## src/rtl/pds_pkg.sv

```systemverilog
package pds_pkg;

    typedef enum logic [2:0] {
        ST_IDLE,
        ST_ROW_SETUP,
        ST_RAS_FALL,
        ST_COL_SETUP,
        ST_CAS_LOW,
        ST_CAS_HIGH,
        ST_PAGE_WAIT,
        ST_PRECHARGE
    } pds_state_e;

    // States in which the row strobe is driven low.
    function automatic logic row_open(input pds_state_e s);
        return (s == ST_RAS_FALL) || (s == ST_COL_SETUP) || (s == ST_CAS_LOW) ||
               (s == ST_CAS_HIGH) || (s == ST_PAGE_WAIT);
    endfunction

endpackage

```

## src/rtl/pds_age_counter.sv

```systemverilog
// Saturating cycle counter: 1 in the first cycle of a run, 0 when idle.
module pds_age_counter #(
    parameter int W = 8
) (
    input  logic         clk,
    input  logic         rst_n,
    input  logic         run,
    input  logic         restart,
    output logic [W-1:0] age
);
    localparam logic [W-1:0] AGE_TOP = {W{1'b1}};

    always_ff @(posedge clk or negedge rst_n) begin
        if (!rst_n) begin
            age <= '0;
        end else if (!run) begin
            age <= '0;
        end else if (restart) begin
            age <= W'(1);
        end else if (age != AGE_TOP) begin
            age <= age + W'(1);
        end
    end
endmodule

```

## src/rtl/pds_rd_capture.sv

```systemverilog
// Registers read data at the end of a read pulse and raises a one-cycle strobe.
module pds_rd_capture #(
    parameter int DATA_W = 8
) (
    input  logic              clk,
    input  logic              rst_n,
    input  logic              capture,
    input  logic [DATA_W-1:0] dq_in,
    output logic              rd_valid,
    output logic [DATA_W-1:0] rd_data
);
    always_ff @(posedge clk or negedge rst_n) begin
        if (!rst_n) begin
            rd_valid <= 1'b0;
            rd_data  <= '0;
        end else begin
            rd_valid <= capture;
            if (capture) begin
                rd_data <= dq_in;
            end
        end
    end
endmodule

```

## src/rtl/page_dram_seq.sv

```systemverilog
module page_dram_seq
    import pds_pkg::*;
#(
    parameter int ROW_W    = 8,
    parameter int COL_W    = 8,
    parameter int DATA_W   = 8,
    parameter int T_ASR    = 2,
    parameter int T_ASC    = 1,
    parameter int T_CAC    = 2,
    parameter int T_RAC    = 6,
    parameter int T_CP     = 1,
    parameter int T_RP     = 3,
    parameter int RAS_MAX  = 1000,
    parameter int IDLE_MAX = 8,
    localparam int ADDR_W  = (ROW_W > COL_W) ? ROW_W : COL_W
) (
    input  logic              clk,
    input  logic              rst_n,
    input  logic              req_valid,
    output logic              req_ready,
    input  logic              req_write,
    input  logic [ROW_W-1:0]  req_row,
    input  logic [COL_W-1:0]  req_col,
    input  logic [DATA_W-1:0] req_wdata,
    input  logic [DATA_W-1:0] req_mask,
    output logic              rd_valid,
    output logic [DATA_W-1:0] rd_data,
    output logic              dram_ras_n,
    output logic              dram_cas_n,
    output logic              dram_we_n,
    output logic              dram_oe_n,
    output logic [ADDR_W-1:0] dram_addr,
    output logic [DATA_W-1:0] dram_dq_out,
    output logic              dram_dq_oe,
    input  logic [DATA_W-1:0] dram_dq_in
);
    localparam int ACC_LEN = T_ASC + T_CAC + T_CP + 1;
    localparam int LIM     = RAS_MAX + IDLE_MAX + T_RP + T_RAC + T_ASR + T_CAC + T_CP + T_ASC;
    localparam int AGE_W   = $clog2(LIM + 2);

    localparam logic [AGE_W-1:0] ASR_A  = AGE_W'(T_ASR);
    localparam logic [AGE_W-1:0] ASC_A  = AGE_W'(T_ASC);
    localparam logic [AGE_W-1:0] CAC_A  = AGE_W'(T_CAC);
    localparam logic [AGE_W-1:0] RAC_A  = AGE_W'(T_RAC);
    localparam logic [AGE_W-1:0] CP_A   = AGE_W'(T_CP);
    localparam logic [AGE_W-1:0] RP_A   = AGE_W'(T_RP);
    localparam logic [AGE_W-1:0] IDLE_A = AGE_W'(IDLE_MAX);
    localparam logic [AGE_W-1:0] MAX_A  = AGE_W'(RAS_MAX);
    localparam logic [AGE_W:0]   ACC_B  = (AGE_W + 1)'(ACC_LEN);
    localparam logic [AGE_W:0]   MAX_B  = (AGE_W + 1)'(RAS_MAX);

    pds_state_e state_q, state_d;

    logic [ROW_W-1:0]  row_q;
    logic [COL_W-1:0]  col_q;
    logic              wr_q;
    logic [DATA_W-1:0] wdata_q;
    logic [DATA_W-1:0] mask_q;
    logic              first_q;

    logic [AGE_W-1:0]  st_age;
    logic [AGE_W-1:0]  ras_age;

    logic accept;
    logic budget_ok;
    logic same_row;
    logic cas_done;
    logic capture;

    // ---------------- cycle counters ----------------
    pds_age_counter #(.W(AGE_W)) u_state_age (
        .clk     (clk),
        .rst_n   (rst_n),
        .run     (1'b1),
        .restart (state_d != state_q),
        .age     (st_age)
    );

    pds_age_counter #(.W(AGE_W)) u_row_age (
        .clk     (clk),
        .rst_n   (rst_n),
        .run     (row_open(state_d)),
        .restart (!row_open(state_q)),
        .age     (ras_age)
    );

    // ---------------- decisions ----------------
    assign same_row  = (req_row == row_q);
    assign budget_ok = ({1'b0, ras_age} + ACC_B) <= MAX_B;
    assign cas_done  = (st_age >= CAC_A) && (!first_q || (ras_age >= RAC_A));
    assign accept    = req_valid && req_ready;
    assign capture   = (state_q == ST_CAS_LOW) && cas_done && !wr_q;

    always_comb begin
        unique case (state_q)
            ST_IDLE:      req_ready = 1'b1;
            ST_PAGE_WAIT: req_ready = same_row && budget_ok;
            default:      req_ready = 1'b0;
        endcase
    end

    // ---------------- next state ----------------
    always_comb begin
        state_d = state_q;
        unique case (state_q)
            ST_IDLE: begin
                if (req_valid) state_d = ST_ROW_SETUP;
            end
            ST_ROW_SETUP: begin
                if (st_age >= ASR_A) state_d = ST_RAS_FALL;
            end
            ST_RAS_FALL: begin
                state_d = ST_COL_SETUP;
            end
            ST_COL_SETUP: begin
                if (st_age >= ASC_A) state_d = ST_CAS_LOW;
            end
            ST_CAS_LOW: begin
                if (cas_done) state_d = ST_CAS_HIGH;
            end
            ST_CAS_HIGH: begin
                if (st_age >= CP_A) state_d = ST_PAGE_WAIT;
            end
            ST_PAGE_WAIT: begin
                if (req_valid) begin
                    state_d = (same_row && budget_ok) ? ST_COL_SETUP : ST_PRECHARGE;
                end else if (!budget_ok || (st_age >= IDLE_A)) begin
                    state_d = ST_PRECHARGE;
                end
            end
            ST_PRECHARGE: begin
                if (st_age >= RP_A) state_d = ST_IDLE;
            end
            default: state_d = ST_IDLE;
        endcase
    end

    // ---------------- state and request registers ----------------
    always_ff @(posedge clk or negedge rst_n) begin
        if (!rst_n) begin
            state_q <= ST_IDLE;
            row_q   <= '0;
            col_q   <= '0;
            wr_q    <= 1'b0;
            wdata_q <= '0;
            mask_q  <= '0;
            first_q <= 1'b0;
        end else begin
            state_q <= state_d;
            if (accept) begin
                col_q   <= req_col;
                wr_q    <= req_write;
                wdata_q <= req_wdata;
            end
            if (accept && (state_q == ST_IDLE)) begin
                row_q   <= req_row;
                mask_q  <= req_mask;
                first_q <= 1'b1;
            end else if ((state_q == ST_CAS_LOW) && cas_done) begin
                first_q <= 1'b0;
            end
        end
    end

    // ---------------- pin decode ----------------
    always_comb begin
        dram_ras_n  = !row_open(state_q);
        dram_cas_n  = 1'b1;
        dram_we_n   = 1'b1;
        dram_oe_n   = 1'b1;
        dram_addr   = ADDR_W'(col_q);
        dram_dq_out = wdata_q;
        dram_dq_oe  = 1'b0;
        unique case (state_q)
            ST_ROW_SETUP, ST_RAS_FALL: begin
                dram_addr   = ADDR_W'(row_q);
                dram_dq_out = mask_q;
                dram_dq_oe  = 1'b1;
            end
            ST_COL_SETUP: begin
                dram_we_n  = !wr_q;
                dram_dq_oe = wr_q;
            end
            ST_CAS_LOW: begin
                dram_cas_n = 1'b0;
                dram_we_n  = !wr_q;
                dram_oe_n  = wr_q;
                dram_dq_oe = wr_q;
            end
            default: begin
            end
        endcase
    end

    pds_rd_capture #(.DATA_W(DATA_W)) u_rd_capture (
        .clk      (clk),
        .rst_n    (rst_n),
        .capture  (capture),
        .dq_in    (dram_dq_in),
        .rd_valid (rd_valid),
        .rd_data  (rd_data)
    );

    // ---------------- assertions ----------------

    ras_budget_chk: assert property (@(posedge clk) disable iff (!rst_n)
        !dram_ras_n |-> (ras_age <= MAX_A));


    cas_in_row_chk: assert property (@(posedge clk) disable iff (!rst_n)
        !dram_cas_n |-> !dram_ras_n);


    mask_at_ras_chk: assert property (@(posedge clk) disable iff (!rst_n)
        $fell(dram_ras_n) |-> (dram_dq_oe && (dram_dq_out == mask_q)));


    col_setup_chk: assert property (@(posedge clk) disable iff (!rst_n)
        $fell(dram_cas_n) |-> $stable(dram_addr));


    rd_after_read_chk: assert property (@(posedge clk) disable iff (!rst_n)
        rd_valid |-> $past(!dram_oe_n && !dram_cas_n));


    wr_drive_chk: assert property (@(posedge clk) disable iff (!rst_n)
        (!dram_cas_n && !dram_we_n) |-> dram_dq_oe);


    precharge_chk: assert property (@(posedge clk) disable iff (!rst_n)
        $rose(dram_ras_n) |=> dram_ras_n);

endmodule

```

## config.mk

```make
export PLATFORM = sky130hd
export DESIGN_NAME = page_dram_seq
export DESIGN_NICKNAME = d
export VERILOG_FILES = /design/src/rtl/pds_pkg.sv /design/src/rtl/pds_age_counter.sv /design/src/rtl/pds_rd_capture.sv /design/src/rtl/page_dram_seq.sv
export SDC_FILE = /design/constraint.sdc
export NUM_CORES = 1
export LEC_CHECK = 0
export BUFFER_PORTS_ARGS = -buffer_cell sky130_fd_sc_hd__clkbuf_2
export CORE_ASPECT_RATIO = 0.7
export CORE_UTILIZATION = 60
export CTS_CLUSTER_DIAMETER = 50
export DETAILED_ROUTE_END_ITERATION = 8
export PLACE_DENSITY = 0.82
export SYNTH_ARGS = -nofsm -noshare
export SYNTH_HDL_FRONTEND = slang
export SYNTH_SLANG_ARGS = --single-unit
```

## constraint.sdc

```tcl
create_clock -name clk -period 4.5 [get_ports clk]
set_input_delay 0.9 -clock clk [delete_from_list [all_inputs] [get_ports clk]]
set_output_delay 0.9 -clock clk [all_outputs]
set_load 0.02 [all_outputs]
```

* Yosys cells after proc, flatten, opt, wreduce, memory -nomap -nowiden
Index checks and enable logic that the tools add are counted. W data, S select, Z words.
Storage, ports and cells: bits in registers 68, logic and storage cells 86, input port bits 44, output and inout bits 31
Operators by class: magnitude comparators 6, eq/ne operators 17, add/sub/neg operators 3, reduce and logical (&&, ||, !) cells 25, mux-type cells 24
Operator list (number):
- $mux W11 | 5
- $mux W3 | 9
- $pmux W3 S8 | 1
- $add A11 B1 Y11 const B | 2
- $ge A11 B2 Y1 const B | 2
- $ne A11 B11 Y1 const B | 2
- $eq A3 B3 Y1 const B | 7
- $mux W8 | 2
- $add A11 B3 Y12 const B | 1
- $eq A3 B2 Y1 const B | 4
- $le A12 B10 Y1 const B | 1
- $ge A11 B1 Y1 const B | 1
- $ge A11 B3 Y1 const B | 1
- $ge A11 B4 Y1 const B | 1
- $logic_or A1 B1 Y1 | 10
- $eq A8 B8 Y1 | 1
- $logic_and A1 B1 Y1 | 6
- $mux W1 | 5
- $logic_not A1 Y1 | 4
- $pmux W1 S2 | 2
- $reduce_bool A2 Y1 | 2
- $reduce_or A2 Y1 | 2
- $eq A3 B1 Y1 const B | 1
- $logic_not A3 Y1 | 1
- 2 further kinds | 2

* Logic depth before layout (Yosys ltp)
depth after elaboration 13, gate-level depth with buffers 10, mapped depth without buffers 8

* Modules after synthesis
From an unflattened synthesis, not the netlist that was laid out.
Second synthesis, totals: cells, all modules 305, area, all modules 3555.9 um^2
Modules (own cells, without submodules):
- page_dram_seq | cells an instance 171, times used 1, seq. area each 925.9 um^2, area each 2010.7 um^2
- pds_age_counter | cells an instance 58, times used 2, seq. area each 275.3 um^2, area each 594.3 um^2
- pds_rd_capture | cells an instance 18, times used 1, seq. area each 225.2 um^2, area each 356.6 um^2

* Worst setup path before layout
No wires, ideal clock.
kind flip-flop to output port, from register u_row_age.age[1], to output port req_ready, slack 1.481 ns, data required time 3.600 ns, data arrival time 2.119 ns, path buffers 0, stages on the path, launching flop included 8, cell sequence dfrtp_1 > ha_1 > or2_4 > or4_4 > a221oi_4 > a211oi_2 > a21oi_1 > nor2_1
On the way: word-level cells in the longest chain between the ends 4
RTL lines:
- start: declaration | RTL line pds_age_counter.sv:9 | output logic [W-1:0] age
- start signal: assignment | RTL line pds_age_counter.sv:21 | age <= age + W'(1);
- $add A11 B3 Y12 | RTL line page_dram_seq.sv:89 | assign budget_ok = ({1'b0, ras_age} + ACC_B) <= MAX_B;
- $le A12 B10 Y1 | RTL line page_dram_seq.sv:89
- $logic_and A1 B1 Y1 | RTL line page_dram_seq.sv:97 | ST_PAGE_WAIT: req_ready = same_row && budget_ok;
- $pmux W1 S2 | RTL line page_dram_seq.sv:95 | unique case (state_q)
- end: declaration | RTL line page_dram_seq.sv:20 | output logic req_ready,
Every way passes these cells.

* Worst setup path after layout
from register u_row_age.age[0], to output port req_ready
Same word-level chain as after synthesis.

==> flow_summary_export.csv <==
group,metric,value,unit
timing,rsz0062_at_grt,"false",
worst_setup_path,cp.required,3.60,ns
clocking,tritoncts,"built",
logic_synthesis,async_reset_ff_share,100,%
finish,final_common_cell,"clkbuf_2",
timing,tns,0,ns
timing,hold_violations,0,
grt,grtUsageTotal,26.9,%
finish,fin_util,74.4,%
finish,fin_nets,457,
routing,antenna_left,0,
grt,antenna_found_initial,0,
finish,multi_input_area,0.00196,mm²
logic_synthesis,yosysSeqAreaShare,45.0,%
power_and_ir_drop,p_leak,0.00201,µW
clocking,cts_setup_buffers,0,
timing,setup_ws,0.683,ns
finish,area_growth,15.9,%
run,max_cap_violations,0,
min_path,hold_path_class,"reg -> reg",
placement,hpwlAfterDp,5.82,mm
logic_synthesis,syn_area_per_cell,11.1,µm²
routing,wire_per_inst,17.2,µm
clocking,holdBufCountCts,0,
routing,first_iter_violations,208,
worst_setup_path,cp_slowest_stage_delay,0.53,ns
timing,max-slew-margin-rel,30.6,%
grt,grt.overflow.total,0,
floorplanning,start_util,64.2,%
clocking,cts_num_sinks,68,
clocking,cts.repair.resized,0,
routing,num_vias,2902,
logic_synthesis,synth_edf_count,0,
floorplanning,chipHeight,68.5,µm
finish,fillCellCount,423,
power_and_ir_drop,power,3140,µW
clocking,cts_max_level,3,
floorplanning,num_rows,23,
logic_synthesis,synthFlopType,"dfrtp_1",
worst_setup_path,cp-end-kind,"primary output",
logic_synthesis,syn_area,0.00378,mm²
worst_setup_path,cp_slowest_cell,"or4_4",
clocking,clk_latency,0.35,ns
routing,drc,0,
routing,drt_first_pass_iters,4,
power_and_ir_drop,ir_drop,0.000343,V
timing,fmax,262,MHz
logic_synthesis,yosysWarnings,0,
run_status,status,"complete, no violations",
grt,grt_pass1_wl,13.7,mm
finish,most-common-layout-cells,"clkbuf_2 (73), dfrtp_1 (68), mux2_2 (48)",
timing,finalClockSkew,0.0124,ns
logic_synthesis,synth_cell_type_count,54,
clocking,clockBufferDepth,2,
floorplanning,dieArea,0.00663,mm²
routing,viasPerCell,5.96,
grt,grt_start_max_net_pins,69,
timing,slew_viol_final,0,
worst_setup_path,critical_path_class,"reg -> out",
routing,wirelength,8.36,mm
worst_setup_path,start_kind,"register",
clocking,cts.clk_slew.worst_paths,0.08,ns
worst_setup_path,cp.arrival,2.92,ns
logic_synthesis,synth_fp_nets,390,
timing,setup_violations,0,
finish,antenna_cells,0,
floorplanning,core_area,0.00590,mm²
floorplanning,ios,75,
logic_synthesis,syn_inst,340,
clocking,cts_buffers,9,
clocking,cts-root-buf,"clkbuf_8",
placement,port_buffers,74,
finish,drive_gt1_share,38.8,%
placement,post-place-ws,1.08,ns
logic_synthesis,ys_ff_latch,68,
placement,place.gp.congestion,0.929,
timing,finalCritPeriodShare,84.8,%
worst_setup_path,crit_chain,"ha_1 -> or2_4 -> or4_4 -> a221oi_4 -> a211oi_2 -> a21oi_1 -> nor2_1 -> clkbuf_2",
finish,regArea,0.00170,mm²
worst_setup_path,path_max_fanout,10,
power_and_ir_drop,p_per_area,716,mW/mm²
floorplanning,die_w,96.9,µm
timing,tightest_slew,1.04,ns
grt,grt_pass1_vias,2699,
timing,post-route-min-period,3.82,ns
critical path: cells and delay by family, from the launching register on:
family                   cells  cell delay, ns
buffers and inverters        1            0.17
AND/OR/NAND/NOR              3            0.88
AO/OA/AOI/OAI                3            0.69
adder cells (fa/ha/maj)      1            0.34
flip-flops                   1            0.49
through the flow:
step	std cells	hold slack, ns	instance area, µm²
after floorplan	340	0.442	3780
after global placement	471	0.483	4170
after detailed placement	471	0.492	4170
after CTS	487	0.509	4390
after global routing	487	0.522	4390
final	487	0.509	4390
where the power goes:
part	leakage (µW)	internal [µW]	switching, µW
clock	0.000110	314	246
sequential	0.000848	846	215
combinational	0.00106	659	861
cell usage after synthesis (2+ instances only):
cell,instances,area [µm²]
a311oi_1,2,17.5
a211oi_1,10,75.1
xor2_1,17,149
a21o_1,3,22.5
mux2_2,48,541
ha_1,6,75.1
mux2_4,10,150
nand3_1,14,70.1
nor2_1,16,60.1
nand2_1,16,60.1
nand4_1,5,31.3
and4_1,5,43.8
nand2b_1,3,18.8
a21oi_1,14,70.1
nor4b_1,3,26.3
a2111oi_2,2,30.0
a31oi_1,3,18.8
clkbuf_1,11,41.3
nor3_1,13,65.1
inv_1,8,30.0
o21ai_0,6,30.0
nor4_1,6,37.5
and4b_1,2,20.0
or2_2,2,12.5
or3_1,2,12.5
xnor2_1,5,43.8
and3_1,6,37.5
buf_2,6,30.0
and2_1,4,25.0
dfrtp_1,68,1700
layer usage:
| layer | track usage [%] | vias to the layer above | part of all wire [%] |
|---|---|---|---|
| li1 | - | 1391 | - |
| met1 | 37.8 | 1398 | 48 |
| met5 | 0 | - | 0 |
| met2 | 41.4 | 107 | 44 |
| met4 | 8.40 | 0 | 0.84 |
| met3 | 6.74 | 6 | 7.1 |
final timing paths:
path | startpoint | to | slack [ns] | cells after the start
min in group asynchronous | rst_n | col_q[6] | 0.73 | 2
max | u_row_age.age[0] | req_ready | 0.68 | 8
max in group asynchronous | rst_n | u_row_age.age[10] | 3.18 | 2
max reg2reg | u_row_age.age[0] | wdata_q[4] | 1.13 | 7
min | wdata_q[1] | wdata_q[1] | 0.51 | 1
min reg2reg | wdata_q[1] | wdata_q[1] | 0.51 | 1
cell type report:
type                            instances  area share [%]
Multi-Input combinational cell        244            44.6
Sequential cell                        68            38.8
Timing Repair Buffer                   75            8.61
Clock buffer                            9            2.82
Clock inverter                          7            2.25
Tap cell                               75            2.14
Inverter                                9           0.770
registers in the layout (all words and copies together) (netlist names):
| signal | flops |
|---|---|
| u_row_age.age | 11 |
| u_state_age.age | 11 |
| col_q | 8 |
| mask_q | 8 |
| row_q | 8 |
| u_rd_capture.rd_data | 8 |
| wdata_q | 8 |
| state_q | 3 |
| first_q | 1 |
| u_rd_capture.rd_valid | 1 |
| wr_q | 1 |
kinds of logic after synthesis:
family	after synthesis	share of synthesized area (%)
mux	59	18.5
buf+inv	28	3.40
fa+ha+maj	6	1.98
xor+xnor	22	5.09
flops	68	45.0
simple gates	101	14.7
compound gates	56	11.4
(Power assumes the default switching activity.)
